<file path="src/rtl/pciw_pkg.sv">
package pciw_pkg;
   typedef enum logic [2:0] {
      ST_IDLE,
      ST_REQ,
      ST_ADDR,
      ST_DATA,
      ST_GAP
   } seq_state_t;

   localparam int          BUS_W        = 32;
   localparam int          LANES        = BUS_W / 8;
   localparam int          WADDR_W      = BUS_W - 2;
   localparam logic [3:0]  CMD_MEM_WR   = 4'b0111;
endpackage

</file>
<file path="src/rtl/pciw_seq.sv">
module pciw_seq
   import pciw_pkg::*;
#(
   parameter int CNT_W      = 8,
   parameter int ABORT_CLKS = 4
) (
   input  logic             clk,
   input  logic             rst_n,
   input  logic             start,
   input  logic [CNT_W-1:0] start_cnt,
   input  logic             cfg_burst,
   input  logic             gnt_n,
   input  logic             devsel_n,
   input  logic             trdy_n,
   output logic             load,
   output logic             phase_done,
   output logic             in_addr,
   output logic             in_data,
   output logic             req_n,
   output logic             frame_n,
   output logic             irdy_n,
   output logic             busy,
   output logic             done,
   output logic             abort_err
);
   localparam int               DCNT_W    = (ABORT_CLKS > 2) ? $clog2(ABORT_CLKS) : 1;
   localparam logic [DCNT_W-1:0] DCNT_LAST = DCNT_W'(ABORT_CLKS - 1);
   localparam logic [CNT_W-1:0]  CNT_ONE   = CNT_W'(1);

   seq_state_t        state_q, state_d;
   logic [CNT_W-1:0]  left_q;
   logic              burst_q;
   logic [DCNT_W-1:0] dcnt_q;
   logic              claimed_q;
   logic              done_q;
   logic              err_q;

   logic final_txn, last_phase, last_word, abort_now;

   assign load       = (state_q == ST_IDLE) && start && (start_cnt != '0);
   assign in_addr    = (state_q == ST_ADDR);
   assign in_data    = (state_q == ST_DATA);
   assign last_word  = (left_q == CNT_ONE);
   assign final_txn  = burst_q || last_word;
   assign last_phase = !burst_q || last_word;
   assign phase_done = in_data && !trdy_n;
   assign abort_now  = in_data && !trdy_n == 1'b0 && !claimed_q && devsel_n
                       && (dcnt_q == DCNT_LAST);

   always_comb begin
      state_d = state_q;
      unique case (state_q)
         ST_IDLE: if (load) state_d = ST_REQ;
         ST_REQ:  if (!gnt_n) state_d = ST_ADDR;
         ST_ADDR: state_d = ST_DATA;
         ST_DATA: begin
            if (abort_now)          state_d = ST_IDLE;
            else if (phase_done) begin
               if (last_word)       state_d = ST_IDLE;
               else if (burst_q)    state_d = ST_DATA;
               else                 state_d = ST_GAP;
            end
         end
         ST_GAP:  state_d = gnt_n ? ST_REQ : ST_ADDR;
         default: state_d = ST_IDLE;
      endcase
   end

   always_ff @(posedge clk or negedge rst_n) begin
      if (!rst_n) begin
         state_q   <= ST_IDLE;
         left_q    <= '0;
         burst_q   <= 1'b0;
         dcnt_q    <= '0;
         claimed_q <= 1'b0;
         done_q    <= 1'b0;
         err_q     <= 1'b0;
      end else begin
         state_q <= state_d;
         done_q  <= phase_done && last_word;
         if (load) begin
            left_q  <= start_cnt;
            burst_q <= cfg_burst;
            err_q   <= 1'b0;
         end else if (phase_done) begin
            left_q  <= left_q - CNT_ONE;
         end
         if (abort_now) err_q <= 1'b1;
         if (in_addr) begin
            dcnt_q    <= '0;
            claimed_q <= 1'b0;
         end else if (in_data && !claimed_q) begin
            if (!devsel_n) claimed_q <= 1'b1;
            else           dcnt_q    <= dcnt_q + DCNT_W'(1);
         end
      end
   end

   assign req_n     = !((state_q == ST_REQ) || (state_q == ST_GAP) ||
                        ((in_addr || in_data) && !final_txn));
   assign frame_n   = !(in_addr || (in_data && !last_phase));
   assign irdy_n    = !in_data;
   assign busy      = (state_q != ST_IDLE);
   assign done      = done_q;
   assign abort_err = err_q;
endmodule

</file>
<file path="src/rtl/pciw_addr_dp.sv">
module pciw_addr_dp
   import pciw_pkg::*;
(
   input  logic               clk,
   input  logic               rst_n,
   input  logic               load,
   input  logic [WADDR_W-1:0] start_waddr,
   input  logic               advance,
   input  logic               in_addr,
   input  logic               in_data,
   input  logic [BUS_W-1:0]   word_data,
   input  logic [LANES-1:0]   word_be,
   output logic [BUS_W-1:0]   ad,
   output logic [LANES-1:0]   cbe_n,
   output logic               drive
);
   logic [WADDR_W-1:0] waddr_q;

   always_ff @(posedge clk or negedge rst_n) begin
      if (!rst_n)       waddr_q <= '0;
      else if (load)    waddr_q <= start_waddr;
      else if (advance) waddr_q <= waddr_q + WADDR_W'(1);
   end

   assign drive = in_addr || in_data;

   always_comb begin
      if (in_addr)      ad = {waddr_q, 2'b00};
      else if (in_data) ad = word_data;
      else              ad = '0;
   end

   for (genvar i = 0; i < LANES; i++) begin : g_lane
      assign cbe_n[i] = in_addr ? CMD_MEM_WR[i] :
                        in_data ? ~word_be[i]   : 1'b1;
   end
endmodule

</file>
<file path="src/rtl/pciw_par_gen.sv">
module pciw_par_gen
   import pciw_pkg::*;
(
   input  logic             clk,
   input  logic             rst_n,
   input  logic             drive,
   input  logic [BUS_W-1:0] ad,
   input  logic [LANES-1:0] cbe_n,
   output logic             par
);
   logic par_q;

   always_ff @(posedge clk or negedge rst_n) begin
      if (!rst_n) par_q <= 1'b0;
      else        par_q <= drive ? ^{ad, cbe_n} : 1'b0;
   end

   assign par = par_q;
endmodule

</file>
<file path="src/rtl/pciw_master_write.sv">
module pciw_master_write
   import pciw_pkg::*;
#(
   parameter int CNT_W      = 8,
   parameter int ABORT_CLKS = 4
) (
   input  logic             clk,
   input  logic             rst_n,
   input  logic             start,
   input  logic [29:0]      start_waddr,
   input  logic [CNT_W-1:0] start_cnt,
   input  logic             cfg_burst,
   input  logic [31:0]      word_data,
   input  logic [3:0]       word_be,
   output logic             word_take,
   output logic             busy,
   output logic             done,
   output logic             abort_err,
   output logic             req_n,
   input  logic             gnt_n,
   output logic             frame_n,
   output logic             irdy_n,
   input  logic             devsel_n,
   input  logic             trdy_n,
   output logic [31:0]      ad,
   output logic [3:0]       cbe_n,
   output logic             par
);
   if (CNT_W < 1 || CNT_W > 16) begin : g_bad_cnt
      $error("pciw_master_write: CNT_W must lie in 1..16");
   end
   if (ABORT_CLKS < 2 || ABORT_CLKS > 16) begin : g_bad_abort
      $error("pciw_master_write: ABORT_CLKS must lie in 2..16");
   end

   logic load, phase_done, in_addr, in_data, drive;

   pciw_seq #(.CNT_W(CNT_W), .ABORT_CLKS(ABORT_CLKS)) u_seq (
      .clk(clk), .rst_n(rst_n), .start(start), .start_cnt(start_cnt),
      .cfg_burst(cfg_burst), .gnt_n(gnt_n), .devsel_n(devsel_n), .trdy_n(trdy_n),
      .load(load), .phase_done(phase_done), .in_addr(in_addr), .in_data(in_data),
      .req_n(req_n), .frame_n(frame_n), .irdy_n(irdy_n), .busy(busy),
      .done(done), .abort_err(abort_err)
   );

   pciw_addr_dp u_dp (
      .clk(clk), .rst_n(rst_n), .load(load), .start_waddr(start_waddr),
      .advance(phase_done), .in_addr(in_addr), .in_data(in_data),
      .word_data(word_data), .word_be(word_be), .ad(ad), .cbe_n(cbe_n),
      .drive(drive)
   );

   pciw_par_gen u_par (
      .clk(clk), .rst_n(rst_n), .drive(drive), .ad(ad), .cbe_n(cbe_n), .par(par)
   );

   assign word_take = phase_done;
endmodule

</file>
<file path="config.mk">
export PLATFORM = sky130hd
export DESIGN_NAME = pciw_master_write
export DESIGN_NICKNAME = d
export VERILOG_FILES = /design/src/rtl/pciw_pkg.sv /design/src/rtl/pciw_seq.sv /design/src/rtl/pciw_addr_dp.sv /design/src/rtl/pciw_par_gen.sv /design/src/rtl/pciw_master_write.sv
export SDC_FILE = /design/constraint.sdc
export NUM_CORES = 1
export LEC_CHECK = 0
export BUFFER_PORTS_ARGS = -buffer_cell sky130_fd_sc_hd__buf_4
export CAP_MARGIN = 10
export CORE_ASPECT_RATIO = 0.7
export CORE_MARGIN = 2
export CORE_UTILIZATION = 30
export DETAILED_ROUTE_END_ITERATION = 7
export SETUP_SLACK_MARGIN = 0.1
export SYNTH_ARGS = -nofsm -noshare
export SYNTH_HDL_FRONTEND = slang
export SYNTH_SLANG_ARGS = --single-unit
export TNS_END_PERCENT = 5
</file>
<file path="constraint.sdc">
create_clock -name clk -period 3.6 [get_ports clk]
set_input_delay 0.18 -clock clk [delete_from_list [all_inputs] [get_ports clk]]
set_output_delay 0.18 -clock clk [all_outputs]
set_load 0.1 [all_outputs]
</file>
==> results of run 1 <==
registers in the layout, indices dropped and copies added (netlist names):
name and count:
u_par.par 1, u_seq.dcnt_q 2, u_seq.done 1, u_seq.claimed_q 1
u_seq.abort_err 1, u_seq.state_q 3, u_seq.burst_q 1, u_seq.left_q 8
u_dp.waddr_q 30
cells in the mapped netlist, drive strengths merged:
cell and n:
nand2 55, nor2 52, dfrtp 48, mux2i 33
xnor2 33, o21ai 29, a21oi 17, clkbuf 16
nand3 16, xnor3 13, xor2 13, buf 11
nand4 11, nor3 10, inv 9, and3 7
o211ai 7, nor4 6, o311ai 6, nand2b 5
ha 4, a221o 3, and4 3, or2 3
or3 3, a311oi 2, and2 2, nor2b 2
o21a 2, o221a 2, o221ai 2, or4 2
a21o 1, a22oi 1, a32oi 1, nand4bb 1
o22ai 1, o31a 1
worst max path at each step:
| stage | from | end | slack (ns) |
|---|---|---|---|
| CTS | u_seq.state_q[2] | u_seq.left_q[7] | 1.07 |
| finish | u_seq.state_q[2] | u_seq.left_q[7] | 1.01 |
| detailed placement | u_seq.state_q[2] | u_seq.left_q[7] | 1.08 |
| floorplan | u_seq.state_q[2] | u_par.par | 0.39 |
| global placement | u_seq.state_q[2] | u_seq.left_q[7] | 1.14 |
| global route | u_seq.state_q[2] | u_dp.waddr_q[26] | 0.81 |
stage by stage:
step / setup WS (ns) / instance area (sq um) / std cells / utilization, %
finish: 1.01 / 5010 / 705 / 40.4
global route: 0.812 / 5010 / 705 / 40.4
CTS: 1.07 / 5010 / 705 / 40.4
detailed placement: 1.08 / 4830 / 696 / 39.0
global placement: 1.14 / 4830 / 696 / 39.0
floorplan: 0.388 / 3800 / 433 / -
area by class of cell:
class,count,area share (%)
Clock buffer,5,2.50
Timing Repair Buffer,129,19.4
Multi-Input combinational cell,349,48.5
Sequential cell,48,24.0
Clock inverter,3,0.850
Inverter,9,0.675
Tap cell,162,4.05
power by group through the flow:
stage	registers (W)	clock network, W	logic (W)
final	0.00119	0.000544	0.00402
after detailed placement	0.00119	0	0.00402
after global placement	0.00118	0	0.00399
after global routing	0.00123	0.000579	0.00427
after CTS	0.00118	0.000555	0.00404
after floorplan	0.00103	0	0.00338
kinds of logic (layout without fill, tap and decap cells):
family / count (synthesis) / count (layout) / synth area share (%)
buf+inv: 36 / 146 / 4.48
fa+ha+maj: 4 / 4 / 1.32
simple gates: 178 / 178 / 23.0
compound gates: 75 / 75 / 12.6
flops: 48 / 48 / 31.6
mux: 33 / 33 / 8.70
xor+xnor: 59 / 59 / 18.3
metal layers:
| layer | share of wire, % | up-vias |
|---|---|---|
| met1 | 49 | 1708 |
| met5 | 0 | - |
| met2 | 43 | 135 |
| li1 | - | 1750 |
| met4 | 1.3 | 0 |
| met3 | 6.6 | 14 |
critical path: cells and delay by family, from the launching register on:
kind | cells | cell delay, ns
AO/OA/AOI/OAI | 1 | 0.09
buffers and inverters | 1 | 0.56
flip-flops | 1 | 0.48
AND/OR/NAND/NOR | 5 | 1.32
timing repair:
item | in CTS | in global routing
buffers inserted | 0 | 0
hold endpoints to repair | 48 | 0
gates resized for setup | 0 | 0
hold buffers | 1 | 0
==> flow_summary_export.csv, run 1 <==
group,metric,value,unit
detailed_routing,drt_first_pass_iters,5,
finish,regArea,1200,sq um
finish,final_cell_mix,"buf_4, nand2_1, nor2_1",
finish,final_common_cell,"buf_4",
pwr,pwr-share-seq,20.7,%
cts,cts_buffer_depth,2,
min_path,worstHoldPathCells,3,
sta,period_needed,2.59,ns
setup_path,rrSetupSlack,1.01,ns
finish,nNetsFinal,627,
die,core,12400,sq um
sta,rsz0062_at_grt,"no",
detailed_routing,ant_nets,0,
place,gp_congestion,0.860,
yosys,yosys_warnings,0,
setup_path,crit_chain,"nand4bb_1 > inv_1 > nand2_1 > or3_1 > or2_1 > nand3_1 > o211ai_1",
finish,n_antenna_cell,0,
setup_path,endpoint_kind,"flip-flop",
sta,relSlewSlack,56.3,%
yosys,synth_cell_types,50,
global_routing,grt_use_met3,3.68,%
sta,report.final.setup_viol,0,
sta,holdWs,0.0823,ns
cts,cts_sinks,48,
die,start_util,30.7,%
global_routing,grt_pass1_vias,3528,
detailed_routing,drcViolationCount,0,
sta,max_freq,0.386,GHz
yosys,synthTopCellsByArea,"dfrtp_1, mux2i_1, xnor3_1",
global_routing,grt_max_degree,49,
pwr,ir_drop,748,uV
sta,drv_slew,0,
detailed_routing,drt_iter0_drc,296,
yosys,synth_top_area_share,31.6,%
min_path,min_path_type,"primary input to flip-flop",
die,rows,34,
global_routing,grt_pass1_wl,18.9,mm
global_routing,antenna_found_initial,0,
die,ios,125,
setup_path,arrival,2.77,ns
detailed_routing,viasPerCell,5.12,
min_path,hold_end,"u_seq.burst_q",
finish,multi_input_area,2430,sq um
finish,drive_gt1_share,27.4,%
sta,hold_viol,0,
finish,areaGrowthSynthToFinish,31.8,%
global_routing,met1_usage,25.9,%
die,die_h,98.1,um
yosys,synth_nets,518,
detailed_routing,wirelength,12.0,mm
global_routing,top_usage_layer,"met2",
setup_path,max_stage_delay,0.56,ns
pwr,p_sw_share,56.3,%
setup_path,reg2regPathDepth,7,
cts,cts_buffers,5,
cts,cts_tree,"done",
setup_path,r2r_start,"u_seq.state_q[2]",
yosys,syn_inst,433,
setup_path,crit_type,"flip-flop to flip-flop",
pwr,clockPowerShare,9.5,%
setup_path,slowest_stage,"inv_1",
global_routing,grtUsageMet2,26.8,%
detailed_routing,wire_per_inst,17.0,um
detailed_routing,routed-via-count,3607,
flow_run,cap_violations,0,
cts,cts_max_level,2,
setup_path,crit_required,3.78,ns
global_routing,grt-ovfl-total,0,
setup_path,reg2reg_to,"u_seq.left_q[7]",
finish,nFillCells,1232,
run_status,status,"completed",
sta,skew,0.00549,ns
global_routing,grt_usage,17.7,%
pwr,p_int,0.00252,W
sta,finalSetupTns,0,ns
setup_path,path_max_fanout,15,
cts,clk_latency,0.30,ns
place,io_buffer_count,124,
sta,worst_pin_slew,0.655,ns
yosys,ys_seq_elements,48,
yosys,ys_seq_area_share,31.6,%
place,dp_hpwl,9.37,mm
cts,clk_pin_slew_worst_paths,0.07,ns
yosys,netlist_area,3800,sq um
cts,clockRootBuffer,"clkbuf_16",
setup_path,crit_path_start_kind,"flip-flop",
yosys,synth_top_cell_by_area,"dfrtp_1",
min_path,hp-start,"cfg_burst",
die,die_w,138,um
yosys,synth.avg_cell_area,8.77,sq um
sta,fin_crit_sh,72.0,%
pwr,power_frac_comb,69.9,%
pwr,total_power,0.00576,W
pwr,powerDensity,1150,nW/um^2
die,die_area,13600,sq um
pwr,p_sw,0.00324,W
pwr,leakage,2.29,nW
Note: power is estimated with default switching activity, not from simulation.
==> run 2: changes to the inputs <==
Clock period 3.6 ns to 2.4 ns, I/O delays scaled along.
==> run 2 against run 1 <==
  * Via count grew 2.2%
  * Core utilization is 1.5 points higher
  * Worst hold slack got worse by 0.068 ns
  * Wire length increased by 3.2%
  * Flip-flop and latch count stayed put
  * Maximum frequency rose by 18%
  * Critical endpoint is now u_dp.waddr_q[25]
==> flow_summary_export.csv, run 2 (synthesis gave the netlist of run 1 again) <==
group,metric,value,unit
cts,clk_latency,0.30,ns
global_routing,grt-ovfl-total,0,
setup_path,r2r_start,"u_dp.waddr_q[7]",
min_path,worstHoldPathCells,3,
detailed_routing,ant_nets,0,
detailed_routing,viasPerCell,5.10,
sta,max_freq,0.456,GHz
pwr,leakage,2.40,nW
sta,relSlewSlack,54.5,%
cts,cts_buffers,5,
sta,drv_slew,0,
finish,final_common_cell,"buf_4",
finish,largest-register,"u_dp.waddr_q",
die,ios,125,
min_path,min_path_type,"primary input to flip-flop",
sta,worst_pin_slew,0.683,ns
detailed_routing,routed-via-count,3688,
setup_path,crit_type,"flip-flop to flip-flop",
setup_path,reg2regPathDepth,6,
sta,fin_crit_sh,91.4,%
setup_path,crit_required,2.63,ns
sta,hold_viol,0,
detailed_routing,drt_first_pass_iters,5,
finish,n_antenna_cell,0,
sta,report.final.setup_viol,0,
cts,cts_tree,"done",
global_routing,grt_pass1_vias,3574,
setup_path,endpoint_kind,"flip-flop",
cts,cts_max_level,2,
finish,post-route-cell-area,5190,sq um
setup_path,slowest_stage,"dfrtp_1",
flow_run,cap_violations,0,
global_routing,grt_usage,18.1,%
place,place_ws,0.189,ns
setup_path,arrival,2.42,ns
setup_path,crit_chain,"nand4_1 > or3_1 > nor4_4 > nand4_1 > xor2_1 > a21oi_1",
finish,nNetsFinal,645,
cts,clockRootBuffer,"clkbuf_16",
detailed_routing,wirelength,12.4,mm
cts,cts_buffer_depth,2,
setup_path,crit_family,"simple AND/OR/NAND/NOR gates",
sta,skew,0.00310,ns
die,die_area,13600,sq um
min_path,hp-start,"cfg_burst",
setup_path,crit_top_cell,"nand4_1",
setup_path,path_max_fanout,8,
setup_path,reg2reg_to,"u_dp.waddr_q[25]",
sta,layout_setup_ws,0.205,ns
detailed_routing,drcViolationCount,0,
pwr,powerDensity,1710,nW/um^2
setup_path,crit_path_start_kind,"flip-flop",
die,die_w,138,um
global_routing,antenna_found_initial,0,
finish,post-route-util,41.9,%
die,rows,34,
die,core,12400,sq um
sta,period_needed,2.19,ns
run_status,status,"completed",
setup_path,crit_buf_inv,0,
place,dp_hpwl,9.60,mm
finish,drive_gt1_share,30.8,%
finish,areaGrowthSynthToFinish,36.6,%
sta,holdWs,0.0141,ns
cts,clk_pin_slew_worst_paths,0.07,ns
global_routing,grt_max_degree,49,
min_path,hold_end,"u_seq.burst_q",
pwr,ir_drop,934,uV
place,post-place-cells,712,
global_routing,grt_pass1_wl,19.4,mm
die,die_h,98.1,um
die,start_util,30.7,%
finish,top_regs,"u_dp.waddr_q: 30 flops, u_seq.left_q: 8 flops, u_seq.state_q: 3 flops",
finish,final_cell_mix,"buf_4, nand2_1, dfrtp_1",
cts,cts_sinks,48,
detailed_routing,wire_per_inst,17.2,um
finish,final_cells,723,
place,io_buffer_count,124,
setup_path,rrSetupSlack,0.21,ns
place,place_area,4960,sq um
finish,nFillCells,1239,
sta,rsz0062_at_grt,"yes",
detailed_routing,drt_iter0_drc,181,
finish,largest_reg_flops,30,
setup_path,max_stage_delay,0.54,ns
place,gp_congestion,0.838,
-- run 2: cell count changes in the layout (fill, tap and decap cells not counted) --
cell,previous run,this run
buf_4,128,145
buf_6,0,1
dfrtp_2,1,0
dfrtp_4,0,1
nor2_1,49,46
nor2_2,1,4
nor3_1,8,7
nor3_4,0,1
nor4_1,5,4
nor4_4,0,1
o21ai_0,27,26
o21ai_1,2,3
or3_1,3,2
or3_4,0,1
-- run 2: worst min-delay path: stages --
cell,delay [ns]
buf_4,0.08
nand2_1,0.04
nand2_1,0.05
-- run 2: what timing repair did --
| action | CTS | global route |
|---|---|---|
| hold buffers | 1 | 0 |
| endpoints found under the hold margin | 48 | 0 |
| endpoints found under the setup margin | 2 | 7 |
| pin swaps | 0 | 1 |
| buffers inserted | 0 | 2 |
| resized for setup | 3 | 4 |
-- run 2: metrics by stage --
stage / TNS, ns / power [W]
5_1_grt: 0 / 0.00937
4_1_cts: 0 / 0.00888
2_1_floorplan: -4.15 / 0.00663
6_report: 0 / 0.00889
3_3_place_gp: 0 / 0.00791
3_5_place_dp: 0 / 0.00800
-- run 2: worst max-delay path by stage --
stage,startpoint,end,slack (ns),cells after the start
after floorplan,u_seq.left_q[2],req_n,-0.34,6
after global placement,u_dp.waddr_q[7],u_dp.waddr_q[25],0.21,6
after detailed placement,u_dp.waddr_q[7],u_dp.waddr_q[25],0.19,6
after CTS,u_seq.left_q[2],req_n,0.12,7
after global routing,u_dp.waddr_q[7],u_dp.waddr_q[27],0.07,6
final,u_dp.waddr_q[7],u_dp.waddr_q[25],0.21,6
-- run 2: layout make-up --
cell class,count,area (sq um),area share [%]
multi-input cells,349,2470,47.6
flip-flops and latches,48,1200,23.2
inverters,9,33.8,0.651
well taps,162,203,3.91
clock buffers,5,125,2.41
repair buffers,147,1110,21.4
clock inverters,3,42.5,0.820
-- run 2: power breakdown --
part / leakage (nW) / internal [W] / total (W) / switching, W
logic: 1.73 / 0.00228 / 0.00631 / 0.00403
registers: 0.592 / 0.00118 / 0.00175 / 0.000572
clock network: 0.0798 / 0.000490 / 0.000826 / 0.000335
total: 2.40 / 0.00395 / 0.00889 / 0.00494
-- run 2: metal layers --
layer | wire length, um | track usage [%] | vias up
met2 | 5420 | 28.3 | 154
met1 | 5970 | 26.1 | 1747
met5 | 0 | 0 | -
li1 | - | - | 1777
met4 | 94 | 3.22 | 0
met3 | 920 | 4.17 | 10
==> run 3: changes to the inputs <==
Settings changed: RECOVER_POWER set to 100.
==> run 3 against run 2 <==
  * Worst setup slack lost 0.050 ns
  * Maximum frequency is 2.2% lower
  * Clock power about the same
  * Register-to-register slack is essentially flat
  * Final cell count unchanged
  * Combinational power decreased by 3%
  * Sequential share of layout area rose by 0.57 points
  * First-iteration DRC count is 15% higher
  * Non-clock buffer count did not move
==> flow_summary_export.csv, run 3 (synthesis gave the netlist of run 1 again) <==
group,metric,value,unit
place,place_ws,0.189,ns
finish,regArea,1200,sq um
die,core,12400,sq um
setup_path,crit_type,"flip-flop to output port",
detailed_routing,drcViolationCount,0,
cts,cts_buffers,5,
sta,rsz0062_at_grt,"yes",
global_routing,grt-ovfl-total,0,
finish,final_cells,723,
setup_path,endpoint_kind,"output port",
finish,drive_gt1_share,29.1,%
global_routing,antenna_found_initial,0,
sta,relSlewSlack,12.7,%
die,start_util,30.7,%
detailed_routing,ant_nets,0,
die,die_h,98.1,um
finish,n_antenna_cell,0,
detailed_routing,drt_iter0_drc,208,
global_routing,grt_pass1_wl,19.4,mm
detailed_routing,routed-via-count,3679,
place,post-place-cells,712,
place,gp_congestion,0.838,
pwr,pwr-share-seq,20.1,%
finish,areaGrowthSynthToFinish,33.3,%
setup_path,crit_required,2.28,ns
cts,clk_latency,0.30,ns
setup_path,slowest_stage,"dfrtp_4",
flow_run,cap_violations,0,
die,die_w,138,um
cts,clk_pin_slew_worst_paths,0.07,ns
detailed_routing,viasPerCell,5.09,
cts,clockRootBuffer,"clkbuf_16",
die,die_area,13600,sq um
global_routing,grt_pass1_vias,3574,
global_routing,grt_max_degree,49,
run_status,status,"completed",
min_path,min_path_type,"primary input to flip-flop",
finish,final_common_cell,"buf_4",
sta,layout_setup_ws,0.155,ns
setup_path,crit_chain,"clkbuf_2 > mux2i_1 > nor2_1 > buf_2",
pwr,powerDensity,1720,nW/um^2
finish,final_cell_mix,"buf_4, nand2_1, nor2_1",
pwr,power_frac_comb,70.4,%
pwr,ir_drop,901,uV
die,rows,34,
die,ios,125,
setup_path,reg2regPathDepth,6,
place,dp_hpwl,9.60,mm
finish,nNetsFinal,645,
detailed_routing,wirelength,12.3,mm
pwr,p_int,0.00377,W
setup_path,arrival,2.12,ns
sta,worst_pin_slew,1.31,ns
setup_path,path_max_fanout,16,
sta,max_freq,0.446,GHz
sta,report.final.setup_viol,0,
place,io_buffer_count,124,
cts,cts_buffer_depth,2,
sta,skew,0.00401,ns
finish,multi_input_area,2460,sq um
detailed_routing,wire_per_inst,17.1,um
setup_path,crit_path_start_kind,"flip-flop",
cts,cts_tree,"done",
global_routing,grt_usage,18.1,%
sta,hold_viol,0,
pwr,p_sw_share,56.6,%
sta,fin_crit_sh,93.5,%
detailed_routing,drt_first_pass_iters,4,
pwr,p_sw,0.00492,W
finish,largest_reg_flops,30,
finish,largest-register,"u_dp.waddr_q",
sta,period_needed,2.24,ns
pwr,clockPowerShare,9.5,%
cts,cts_max_level,2,
sta,drv_slew,0,
finish,top_regs,"u_dp.waddr_q: 30 flops, u_seq.left_q: 8 flops, u_seq.state_q: 3 flops",
finish,nFillCells,1277,
cts,cts_sinks,48,
min_path,worstHoldPathCells,3,
setup_path,max_stage_delay,0.56,ns
pwr,leakage,2.35,nW
## run 3: cell types whose count changed in the layout (fill, tap and decap cells not counted), sizes merged
cell,delta
buf,-43
clkbuf,+43
## run 3: final cells by class
type	instances	area share, %
multi-input cells	349	48.7
flip-flops and latches	48	23.8
repair buffers	147	19.6
well taps	162	4.00
clock buffers	5	2.47
clock inverters	3	0.841
inverters	9	0.667
## run 3: repair_timing
| item | CTS | global route |
|---|---|---|
| hold buffers | 1 | 0 |
| pin swaps | 0 | 1 |
| setup endpoints to repair | 2 | 7 |
| buffers inserted | 0 | 2 |
| hold endpoints to repair | 48 | 0 |
| resized for setup | 3 | 4 |
| cloned | 0 | 0 |
## run 3: power by group through the flow
stage,registers [W],clock network (W),logic [W]
after floorplan,0.00154,0,0.00509
after global routing,0.00181,0.000869,0.00650
after CTS,0.00173,0.000838,0.00631
after global placement,0.00173,0,0.00618
after detailed placement,0.00174,0,0.00625
final,0.00175,0.000824,0.00611
## run 3: final timing paths
check	from	to	slack (ns)
setup / recovery	u_seq.state_q[0]	ad[15]	0.16
hold / removal	cfg_burst	u_seq.burst_q	0.02
setup reg to reg	u_dp.waddr_q[7]	u_dp.waddr_q[27]	0.21
hold reg to reg	u_seq.abort_err	u_seq.abort_err	0.50
max in group asynchronous	rst_n	u_seq.state_q[0]	0.81
min in group asynchronous	rst_n	u_seq.done	0.64
## run 3: through the flow
step	setup TNS, ns	hold slack (ns)	utilization, %	instance area (sq um)	power, W
global route	0	0.0338	40.9	5060	0.00917
global placement	0	0.193	40.0	4960	0.00791
floorplan	-4.15	-0.176	-	3800	0.00663
finish	0	0.0158	40.9	5060	0.00868
CTS	0	0.0152	41.6	5150	0.00888
detailed placement	0	0.202	40.0	4960	0.00800
## run 3: per-layer routing
layer | vias to the layer above | part of all wire (%) | track usage (%)
li1 | 1780 | - | -
met1 | 1752 | 48 | 26.1
met2 | 135 | 44 | 28.3
met3 | 12 | 7.2 | 4.17
met4 | 0 | 0.83 | 3.22
met5 | - | 0 | 0
## run 3: critical path, delay by kind of cell (launching register included)
kind                   cells  cell delay [ns]
flip-flops                 1             0.56
buffers and inverters      2             0.94
multiplexers               1             0.19
AND/OR/NAND/NOR            1             0.13
